File: src/rtl/flash_cmd_pkg.sv
package flash_cmd_pkg;

    typedef enum logic [3:0] {
        OP_NONE       = 4'd0,
        OP_PROGRAM    = 4'd1,
        OP_CHIP_ERASE = 4'd2,
        OP_SECT_ERASE = 4'd3,
        OP_AUTOSEL    = 4'd4,
        OP_CFI        = 4'd5,
        OP_SEC_ENTER  = 4'd6,
        OP_SEC_EXIT   = 4'd7,
        OP_BYP_ENTER  = 4'd8,
        OP_BYP_EXIT   = 4'd9,
        OP_SUSPEND    = 4'd10,
        OP_RESUME     = 4'd11,
        OP_RESET      = 4'd12
    } op_kind_t;

    typedef enum logic [1:0] {
        MD_READ    = 2'd0,
        MD_AUTOSEL = 2'd1,
        MD_CFI     = 2'd2,
        MD_BYPASS  = 2'd3
    } mode_t;

    typedef enum logic [3:0] {
        SQ_IDLE,
        SQ_UNL1,
        SQ_UNL2,
        SQ_PROG,
        SQ_ER1,
        SQ_ER2,
        SQ_ER3,
        SQ_BYP_PROG,
        SQ_BYP_EXIT,
        SQ_SEC_EXIT
    } seq_t;

    // Data codes recognised on the low byte of a write
    localparam int NUM_CODES = 13;
    typedef enum logic [3:0] {
        CI_AA, CI_55, CI_90, CI_A0, CI_80, CI_20, CI_88,
        CI_10, CI_30, CI_00, CI_F0, CI_B0, CI_98
    } code_idx_t;

    function automatic logic [7:0] code_value(input int idx);
        logic [7:0] v;
        case (idx)
            0:  v = 8'hAA;
            1:  v = 8'h55;
            2:  v = 8'h90;
            3:  v = 8'hA0;
            4:  v = 8'h80;
            5:  v = 8'h20;
            6:  v = 8'h88;
            7:  v = 8'h10;
            8:  v = 8'h30;
            9:  v = 8'h00;
            10: v = 8'hF0;
            11: v = 8'hB0;
            default: v = 8'h98;
        endcase
        return v;
    endfunction

    typedef struct packed {
        logic [NUM_CODES-1:0] dhit;   // one bit per code index
        logic                 a_555;
        logic                 a_2aa;
        logic                 a_055;
    } match_t;

endpackage

File: src/rtl/fcd_cycle_match.sv
module fcd_cycle_match
    import flash_cmd_pkg::*;
#(
    parameter int ADDR_W = 22,
    parameter int DATA_W = 16,
    parameter int CMP_AW = 11
) (
    input  logic [ADDR_W-1:0] addr,
    input  logic [DATA_W-1:0] data,
    output match_t            hit
);
    localparam logic [CMP_AW-1:0] K_555 = CMP_AW'(12'h555);
    localparam logic [CMP_AW-1:0] K_2AA = CMP_AW'(12'h2AA);
    localparam logic [CMP_AW-1:0] K_055 = CMP_AW'(12'h055);

    logic [CMP_AW-1:0] a_lo;
    logic [7:0]        d_lo;

    assign a_lo = addr[CMP_AW-1:0];
    assign d_lo = data[7:0];

    for (genvar g = 0; g < NUM_CODES; g++) begin : g_code
        assign hit.dhit[g] = (d_lo == code_value(g));
    end

    assign hit.a_555 = (a_lo == K_555);
    assign hit.a_2aa = (a_lo == K_2AA);
    assign hit.a_055 = (a_lo == K_055);

endmodule

File: src/rtl/fcd_op_latch.sv
module fcd_op_latch
    import flash_cmd_pkg::*;
#(
    parameter int ADDR_W = 22,
    parameter int DATA_W = 16
) (
    input  logic              clk,
    input  logic              rst_n,
    input  logic              fire,
    input  op_kind_t          kind_in,
    input  logic [ADDR_W-1:0] addr_in,
    input  logic [DATA_W-1:0] data_in,
    output logic              op_valid,
    output op_kind_t          op_kind,
    output logic [ADDR_W-1:0] op_addr,
    output logic [DATA_W-1:0] op_data
);
    always_ff @(posedge clk) begin
        if (!rst_n) begin
            op_valid <= 1'b0;
            op_kind  <= OP_NONE;
            op_addr  <= '0;
            op_data  <= '0;
        end else begin
            op_valid <= fire;
            op_kind  <= fire ? kind_in : OP_NONE;
            if (fire) begin
                op_addr <= addr_in;
                op_data <= data_in;
            end
        end
    end
endmodule

File: src/rtl/flash_cmd_decoder.sv
module flash_cmd_decoder
    import flash_cmd_pkg::*;
#(
    parameter int ADDR_W = 22,
    parameter int DATA_W = 16,
    parameter int CMP_AW = 11
) (
    input  logic              clk,
    input  logic              rst_n,
    input  logic              wr_en,
    input  logic [ADDR_W-1:0] wr_addr,
    input  logic [DATA_W-1:0] wr_data,
    input  logic              busy,
    input  logic              erase_run,
    output logic              op_valid,
    output logic [3:0]        op_kind,
    output logic [ADDR_W-1:0] op_addr,
    output logic [DATA_W-1:0] op_data,
    output logic [1:0]        mode,
    output logic              suspended,
    output logic              secure_on
);
    match_t   hit;
    seq_t     seq_q, seq_d;
    mode_t    mode_q, mode_d;
    logic     susp_q, susp_d;
    logic     sec_q, sec_d;
    logic     fire;
    op_kind_t kind;
    op_kind_t kind_q;

    logic d_aa, d_55, d_90, d_a0, d_80, d_20, d_88;
    logic d_10, d_30, d_00, d_f0, d_b0, d_98;
    logic can_suspend, can_resume;

    fcd_cycle_match #(.ADDR_W(ADDR_W), .DATA_W(DATA_W), .CMP_AW(CMP_AW)) u_match (
        .addr (wr_addr),
        .data (wr_data),
        .hit  (hit)
    );

    assign d_aa = hit.dhit[CI_AA];
    assign d_55 = hit.dhit[CI_55];
    assign d_90 = hit.dhit[CI_90];
    assign d_a0 = hit.dhit[CI_A0];
    assign d_80 = hit.dhit[CI_80];
    assign d_20 = hit.dhit[CI_20];
    assign d_88 = hit.dhit[CI_88];
    assign d_10 = hit.dhit[CI_10];
    assign d_30 = hit.dhit[CI_30];
    assign d_00 = hit.dhit[CI_00];
    assign d_f0 = hit.dhit[CI_F0];
    assign d_b0 = hit.dhit[CI_B0];
    assign d_98 = hit.dhit[CI_98];

    assign can_suspend = d_b0 && erase_run && !susp_q;
    assign can_resume  = d_30 && susp_q && !busy;

    // State register
    always_ff @(posedge clk) begin
        if (!rst_n) begin
            seq_q  <= SQ_IDLE;
            mode_q <= MD_READ;
            susp_q <= 1'b0;
            sec_q  <= 1'b0;
        end else begin
            seq_q  <= seq_d;
            mode_q <= mode_d;
            susp_q <= susp_d;
            sec_q  <= sec_d;
        end
    end

    // Next state and strobe decision
    always_comb begin
        seq_d  = seq_q;
        mode_d = mode_q;
        susp_d = susp_q;
        sec_d  = sec_q;
        fire   = 1'b0;
        kind   = OP_NONE;
        if (wr_en) begin
            if (d_f0) begin
                fire  = 1'b1;
                kind  = OP_RESET;
                seq_d = SQ_IDLE;
                if (mode_q != MD_BYPASS) mode_d = MD_READ;
            end else if (busy) begin
                if (can_suspend) begin
                    fire   = 1'b1;
                    kind   = OP_SUSPEND;
                    susp_d = 1'b1;
                    seq_d  = SQ_IDLE;
                end
            end else begin
                unique case (seq_q)
                    SQ_IDLE: begin
                        if (mode_q == MD_CFI) begin
                            seq_d = SQ_IDLE;
                        end else if (can_suspend) begin
                            fire   = 1'b1;
                            kind   = OP_SUSPEND;
                            susp_d = 1'b1;
                        end else if (can_resume) begin
                            fire   = 1'b1;
                            kind   = OP_RESUME;
                            susp_d = 1'b0;
                        end else if (d_98 && hit.a_055 &&
                                     (mode_q == MD_READ || mode_q == MD_AUTOSEL)) begin
                            fire   = 1'b1;
                            kind   = OP_CFI;
                            mode_d = MD_CFI;
                        end else if (mode_q == MD_BYPASS) begin
                            if (d_a0)      seq_d = SQ_BYP_PROG;
                            else if (d_90) seq_d = SQ_BYP_EXIT;
                        end else if (d_aa && hit.a_555) begin
                            seq_d = SQ_UNL1;
                        end
                    end
                    SQ_UNL1: seq_d = (d_55 && hit.a_2aa) ? SQ_UNL2 : SQ_IDLE;
                    SQ_UNL2: begin
                        seq_d = SQ_IDLE;
                        if (hit.a_555) begin
                            if (d_90) begin
                                if (sec_q) begin
                                    seq_d = SQ_SEC_EXIT;
                                end else begin
                                    fire   = 1'b1;
                                    kind   = OP_AUTOSEL;
                                    mode_d = MD_AUTOSEL;
                                end
                            end else if (d_a0) begin
                                seq_d = SQ_PROG;
                            end else if (d_80 && !susp_q) begin
                                seq_d = SQ_ER1;
                            end else if (d_20) begin
                                fire   = 1'b1;
                                kind   = OP_BYP_ENTER;
                                mode_d = MD_BYPASS;
                            end else if (d_88) begin
                                fire  = 1'b1;
                                kind  = OP_SEC_ENTER;
                                sec_d = 1'b1;
                            end
                        end
                    end
                    SQ_PROG, SQ_BYP_PROG: begin
                        fire  = 1'b1;
                        kind  = OP_PROGRAM;
                        seq_d = SQ_IDLE;
                    end
                    SQ_ER1: seq_d = (d_aa && hit.a_555) ? SQ_ER2 : SQ_IDLE;
                    SQ_ER2: seq_d = (d_55 && hit.a_2aa) ? SQ_ER3 : SQ_IDLE;
                    SQ_ER3: begin
                        seq_d = SQ_IDLE;
                        if (d_10 && hit.a_555) begin
                            fire = 1'b1;
                            kind = OP_CHIP_ERASE;
                        end else if (d_30) begin
                            fire = 1'b1;
                            kind = OP_SECT_ERASE;
                        end
                    end
                    SQ_BYP_EXIT: begin
                        seq_d = SQ_IDLE;
                        if (d_00) begin
                            fire   = 1'b1;
                            kind   = OP_BYP_EXIT;
                            mode_d = MD_READ;
                        end
                    end
                    SQ_SEC_EXIT: begin
                        seq_d = SQ_IDLE;
                        if (d_00) begin
                            fire  = 1'b1;
                            kind  = OP_SEC_EXIT;
                            sec_d = 1'b0;
                        end
                    end
                    default: seq_d = SQ_IDLE;
                endcase
            end
        end
    end

    // Output registers
    fcd_op_latch #(.ADDR_W(ADDR_W), .DATA_W(DATA_W)) u_latch (
        .clk      (clk),
        .rst_n    (rst_n),
        .fire     (fire),
        .kind_in  (kind),
        .addr_in  (wr_addr),
        .data_in  (wr_data),
        .op_valid (op_valid),
        .op_kind  (kind_q),
        .op_addr  (op_addr),
        .op_data  (op_data)
    );

    assign op_kind   = kind_q;
    assign mode      = mode_q;
    assign suspended = susp_q;
    assign secure_on = sec_q;

endmodule

File: config.mk
export PLATFORM = sky130hd
export DESIGN_NAME = flash_cmd_decoder
export DESIGN_NICKNAME = d
export VERILOG_FILES = /design/src/rtl/flash_cmd_pkg.sv /design/src/rtl/fcd_cycle_match.sv /design/src/rtl/fcd_op_latch.sv /design/src/rtl/flash_cmd_decoder.sv
export SDC_FILE = /design/constraint.sdc
export NUM_CORES = 1
export LEC_CHECK = 0
export ABC_AREA = 1
export BUFFER_PORTS_ARGS = -buffer_cell sky130_fd_sc_hd__buf_2
export CAP_MARGIN = 25
export CORE_MARGIN = 2
export CORE_UTILIZATION = 42
export CTS_CLUSTER_SIZE = 30
export DETAILED_ROUTE_END_ITERATION = 6
export PLACE_DENSITY = 0.76
export SYNTH_ARGS = -nofsm -noshare
export SYNTH_HDL_FRONTEND = slang
export SYNTH_SLANG_ARGS = --single-unit
File: constraint.sdc
create_clock -name clk -period 2.15 [get_ports clk]
set_input_delay 0.1075 -clock clk [delete_from_list [all_inputs] [get_ports clk]]
set_output_delay 0.1075 -clock clk [all_outputs]
set_load 0.01 [all_outputs]
== Yosys cells after proc, flatten, opt, wreduce, memory -nomap -nowiden ==
Cells that the tools add are included.
Operators by class
  equal/unequal tests: 55
  muxes and demuxes: 87
  bitwise gates (word level): 5
  reductions and logical operators: 28
Operators with widths (number)
  4-bit two-way mux: 26
  8-bit == test, second input constant: 8
  2-bit two-way mux: 17
  1-bit two-way mux: 31
  3-bit two-way mux: 8
  4-bit one-hot mux with 6 select lines: 1
  4-bit one-hot mux with 5 select lines: 1
  2-bit != test, second input constant: 9
  3-bit != test, second input constant: 6
  4-bit by 3-bit == test with 1-bit output, second input constant: 4
  8-bit by 6-bit == test with 1-bit output, second input constant: 2
  4-bit != test, second input constant: 4
  5-bit != test, second input constant: 3
  14-bit AND reduction: 1
  11-bit by 10-bit == test with 1-bit output, second input constant: 1
  11-bit == test, second input constant: 1
  11-bit by 7-bit == test with 1-bit output, second input constant: 1
  11-bit AND reduction: 1
  1-bit logical AND: 10
  4-bit by 2-bit == test with 1-bit output, second input constant: 2
  4-bit == test, second input constant: 2
  8-bit by 5-bit == test with 1-bit output, second input constant: 1
  8-bit by 7-bit == test with 1-bit output, second input constant: 1
  8-bit zero test: 1
  other kinds (22): 33
Word-level totals
  register bits: 51
  bits of input ports: 43
  output and inout port bits: 47
  logic and storage cells: 184

== Logic depth before layout (Yosys ltp) ==
  word-level depth: 13
  mapped depth: 13
  mapped depth without buffers: 13

== Cells and area by module ==
A second synthesis with hierarchy kept.
Second synthesis, totals
  cell total of the unflattened synthesis: 538
  area, all modules: 3113.0 sq um
Modules (own cells, without submodules)
  fcd_op_latch: times used 1, cells each 256, area each 1706.6 sq um, seq. area each 860.8 sq um
  flash_cmd_decoder: times used 1, cells each 212, area each 1106.1 sq um, seq. area each 160.2 sq um
  fcd_cycle_match: times used 1, cells each 70, area each 300.3 sq um, seq. area each 0.0 sq um

== Least setup slack after synthesis ==
No wires, ideal clock.
  path kind: register to register
  start: register mode_q[1] (netlist: mode[1])
  end: register u_latch.op_addr[18]
  setup time: 0.113 ns
  data arrival time: 1.573 ns
  data required time: 2.037 ns
  slack: 0.464 ns
  cell stages (with the launch flop): 11
  path buffers: 2
  clock period less this slack: 1.686 ns
  path through: dfxtp_1 > inv_1 > nor2_1 > nor2_2 > a21boi_2 > nor2_2 > nand4_2 > buf_6 > buf_6 > a21oi_2 > nor2_1
Between the ends
  word-level cells in the longest chain between the ends: 11
  elaborated cells on any way between the ends: 13
  those cells by class: eq/ne: 2; mux: 8; reduce/logical: 3
Ends and longest elaborated chain
  start, declared: line flash_cmd_decoder.sv:25  | mode_t mode_q, mode_d;
  start signal, assigned: line flash_cmd_decoder.sv:68  | mode_q <= mode_d;
  2-bit by 1-bit == test with 1-bit output / 2-bit zero test (equally long branches): line flash_cmd_decoder.sv:109  | (mode_q == MD_READ || mode_q == MD_AUTOSEL)) begin
  1-bit logical OR: line flash_cmd_decoder.sv:109
  1-bit logical AND: line flash_cmd_decoder.sv:108  | end else if (d_98 && hit.a_055 &&
  1-bit two-way mux: line flash_cmd_decoder.sv:108
  1-bit two-way mux: line flash_cmd_decoder.sv:104  | end else if (can_resume) begin
  1-bit two-way mux: line flash_cmd_decoder.sv:100  | end else if (can_suspend) begin
  1-bit two-way mux (*): line flash_cmd_decoder.sv:98  | if (mode_q == MD_CFI) begin
  1-bit one-hot mux with 5 select lines (*): line flash_cmd_decoder.sv:96  | unique case (seq_q)
  1-bit two-way mux (*): line flash_cmd_decoder.sv:88  | end else if (busy) begin
  1-bit two-way mux (*): line flash_cmd_decoder.sv:83  | if (d_f0) begin
  1-bit two-way mux (*): line flash_cmd_decoder.sv:82  | if (wr_en) begin
  end signal, assigned: line fcd_op_latch.sv:28  | op_addr <= addr_in;
  end, declared: line fcd_op_latch.sv:15  | output logic [ADDR_W-1:0] op_addr,
Every way passes the cells marked *; elsewhere a longest branch is shown, timed or not.
A chain may end at the register's enable or synchronous reset.

== Final worst setup path ==
  start: register mode_q[1] (netlist: mode[1])
  end: register u_latch.op_addr[0]
Same word-level chain as after synthesis.

==> impl_metrics.toml <==
[run_status]
status = "finished, final reports clean"

[floorplanning]
dieArea_mm2 = 0.00816
rows = 31
die_h_um = 90.3
core_mm2 = 0.00725
die_x_um = 90.3
initial_core_util_pct = 43.2
num_io_pins = 90

[timing]
fin_tns_setup_ns = 0
post-route-period-util_pct = 93.0
maxSlewViolCount = 0
finalSetupViolations = 0
max_freq_mhz = 500
final-hold-violation-count = 0
rsz0062_at_grt = "no"
period_needed_ns = 2.00
slew_headroom_pct = 63.6
finClkSkew_ns = 0.0111
tightest_slew_ns = 0.545

[synth]
yosysMostFrequentCell = "nand2_1"
async_flop_share_pct = 0
synthesis.area_mm2 = 0.00313
synth_nets = 527
syn-instance-count = 484
synth_cell_types = 35
synth_ff_type = "dfxtp_1"
yosysSeqAreaShare_pct = 32.6
synth_edf_count = 0
synth_area_leader_cell = "dfxtp_1"
yosys.area.top_type_share_pct = 32.6
ys_top_cells_by_area = "dfxtp_1 (33%), nand2_1 (12%), nand3_1 (9.4%)"
syn_avg_cell_area_um2 = 6.47
synth_common_cells = "nand2_1 (100), nor2_1 (76), nand3_1 (59), inv_1 (55), dfxtp_1 (51)"
synth-seq-cells = 51
synth_warnings = 0

[routing]
avgRoutedWirePerCell_um = 12.1
drc_errors = 0
routed_via_density = 4.87
drt_iter0_drc = 167
vias = 3243
postRouteAntennaNets = 0
drt_wl_total_um = 8090
firstDrtPassIters = 4

[layout]
multi_input_area_mm2 = 0.00174
final_util_pct = 52.4
drive_gt1_share_pct = 28.7
nets = 609
fill_cells = 752
seq_area_mm2 = 0.00102
n_antenna_cell = 0
areaGrowthSynthToFinish_pct = 21.4

[hold_path]
hold_path.class = "in -> reg"

[global_route]
grt.total_usage_pct = 19.5
grt_pass1_wl_um = 13300
antenna_found_initial = 0
met1_usage_pct = 25.2
grt_max_degree = 42
top_usage_layer = "met2"
grtUsageMet3_pct = 3.01
grtUsageMet2_pct = 33.4
grt_pass1_vias = 2949
grt_overflow = 0

[clock_network]
cts_buffer_depth = 2
cts_tree = "built"
cts_root_buf = "clkbuf_8"
cts-resized-gates = 0
cts_made_buffers = 5
clk_latency_ns = 0.31
cts_setup_buffers = 0
h-tree-depth = 2
cts_hold_buf = 0
path_clk_slew_ns = 0.10
cts.sinks = 51

[power]
p_sw_share_pct = 28.3
combPwrFrac_pct = 17.7
p_int_mw = 1.48
seqPwrFrac_pct = 48.7
total_leakage_power_nw = 1.94
power.density_mw_per_mm2 = 544
clkPwrFrac_pct = 33.6
ir_drop_v = 0.000261
switchingPower_mw = 0.584

[placement]
dp_hpwl_um = 6240
port_buffers = 89
gp_congestion = 0.964

[setup_path]
path_common_cell = "nor2_2"
r2r.worst_path.cells = 9
rrSetupSlack_ns = 0.15
end_kind = "register"
endpoint = "u_latch.op_addr[0]$_SDFFE_PN0P_"
cp.arrival_ns = 2.20
crit_path_cell_trace = "inv_1 -> nor2_2 -> nor2_2 -> a21boi_2 -> nor2_2 -> nand4_4 -> buf_12 -> a21oi_1 -> nor2_1"
critPathRequiredTime_ns = 2.35
path_buf_inv = 2
cpLargestDelayFamily = "simple AND/OR/NAND/NOR gates"
critPathLaunch = "mode[1]$_SDFFE_PN0P_"
timing.rr.end = "u_latch.op_addr[0]$_SDFFE_PN0P_"
critical_path_class = "reg -> reg"
start_kind = "register"
slowest_delay_ns = 0.43
r2r_start = "mode[1]$_SDFFE_PN0P_"
cp.depth = 9
cp_slowest_cell = "dfxtp_1"
cp_max_fo = 32

[flow_run]
cap_violations = 0
[per-stage QoR]
step / hold WS (ns) / total power, mW / cells / setup WS (ns) / cell area, um^2
6_report: 0.107 / 2.07 / 666 / 0.150 / 3800
3_5_place_dp: 0.426 / 1.40 / 658 / 0.0930 / 3680
2_1_floorplan: 0.267 / 1.27 / 484 / 0.464 / 3130
5_1_grt: 0.127 / 2.17 / 666 / 0.00121 / 3800
4_1_cts: 0.109 / 2.09 / 666 / 0.0606 / 3790
3_3_place_gp: 0.415 / 1.39 / 658 / 0.0845 / 3680
[routing by layer]
layer	part of all wire (%)	wire length, um	vias to the layer above
li1	-	-	1712
met1	46	3690	1456
met2	50	4030	69
met3	3.5	286	6
met4	1.1	90	0
met5	0	0	-
[power by group through the flow]
stage	Combinational (mW)	Clock, mW	Sequential, mW
floorplan	0.219	0	1.05
global placement	0.360	0	1.03
detailed placement	0.367	0	1.03
CTS	0.368	0.711	1.01
global route	0.410	0.749	1.01
finish	0.365	0.694	1.01
[worst reg2reg max path: cells and delay by family, from the launching register on]
family / cells / cell delay, ns
buf+inv: 2 / 0.37
simple gates: 5 / 0.79
flops: 1 / 0.43
compound gates: 2 / 0.32
[worst min-delay path by stage]
stage / start / to / slack [ns] / cells after the start
finish: wr_addr[12] / u_latch.op_addr[12]$_SDFFE_PN0P_ / 0.11 / 5
global route: wr_data[7] / u_latch.op_kind[2]$_SDFF_PN0_ / 0.13 / 3
CTS: wr_addr[12] / u_latch.op_addr[12]$_SDFFE_PN0P_ / 0.11 / 5
detailed placement: wr_data[15] / u_latch.op_data[15]$_SDFFE_PN0P_ / 0.43 / 5
global placement: wr_data[8] / u_latch.op_data[8]$_SDFFE_PN0P_ / 0.42 / 5
floorplan: wr_data[6] / u_latch.op_kind[2]$_SDFF_PN0_ / 0.27 / 2
[sequential cells by signal, summed over array words and instances, names as in the netlist]
register	cells
u_latch.op_data	16
u_latch.op_valid	1
u_latch.op_kind	4
u_latch.op_addr	22
secure_on	1
suspended	1
seq_q	4
mode	2
[kinds of logic (layout without fill, tap and decap cells)]
logic type             after synthesis  after routing  synth area share [%]
AND/OR/NAND/NOR                    284            284                  41.8
flip-flops                          51             51                  32.6
buffers and inverters               84            167                  12.3
AO/OA/AOI/OAI                       65             65                  13.3
[cell type report]
cell class,count,area share [%]
sequential,51,26.9
inverter,61,6.09
multi-input combinational,349,45.9
clock inverter,3,1.22
tap,99,3.26
clock buffer,5,1.81
timing repair buffer,98,14.8
[cell usage in the layout, fill, tap and decap left out, types with 3 or more instances in the layout]
cell and count:
a21oi_2 19, buf_2 89, nand3_2 3, nand3_1 59, buf_12 4, nor2_1 75, nand2_1 100, o21ai_0 7
dfxtp_1 49, nor3_1 8, inv_1 55, nand4_1 9, nor2_2 14, nand2_2 5, a21oi_1 31, inv_2 5
clkbuf_8 5, buf_4 5
Power figures use the tool's default switching activity.
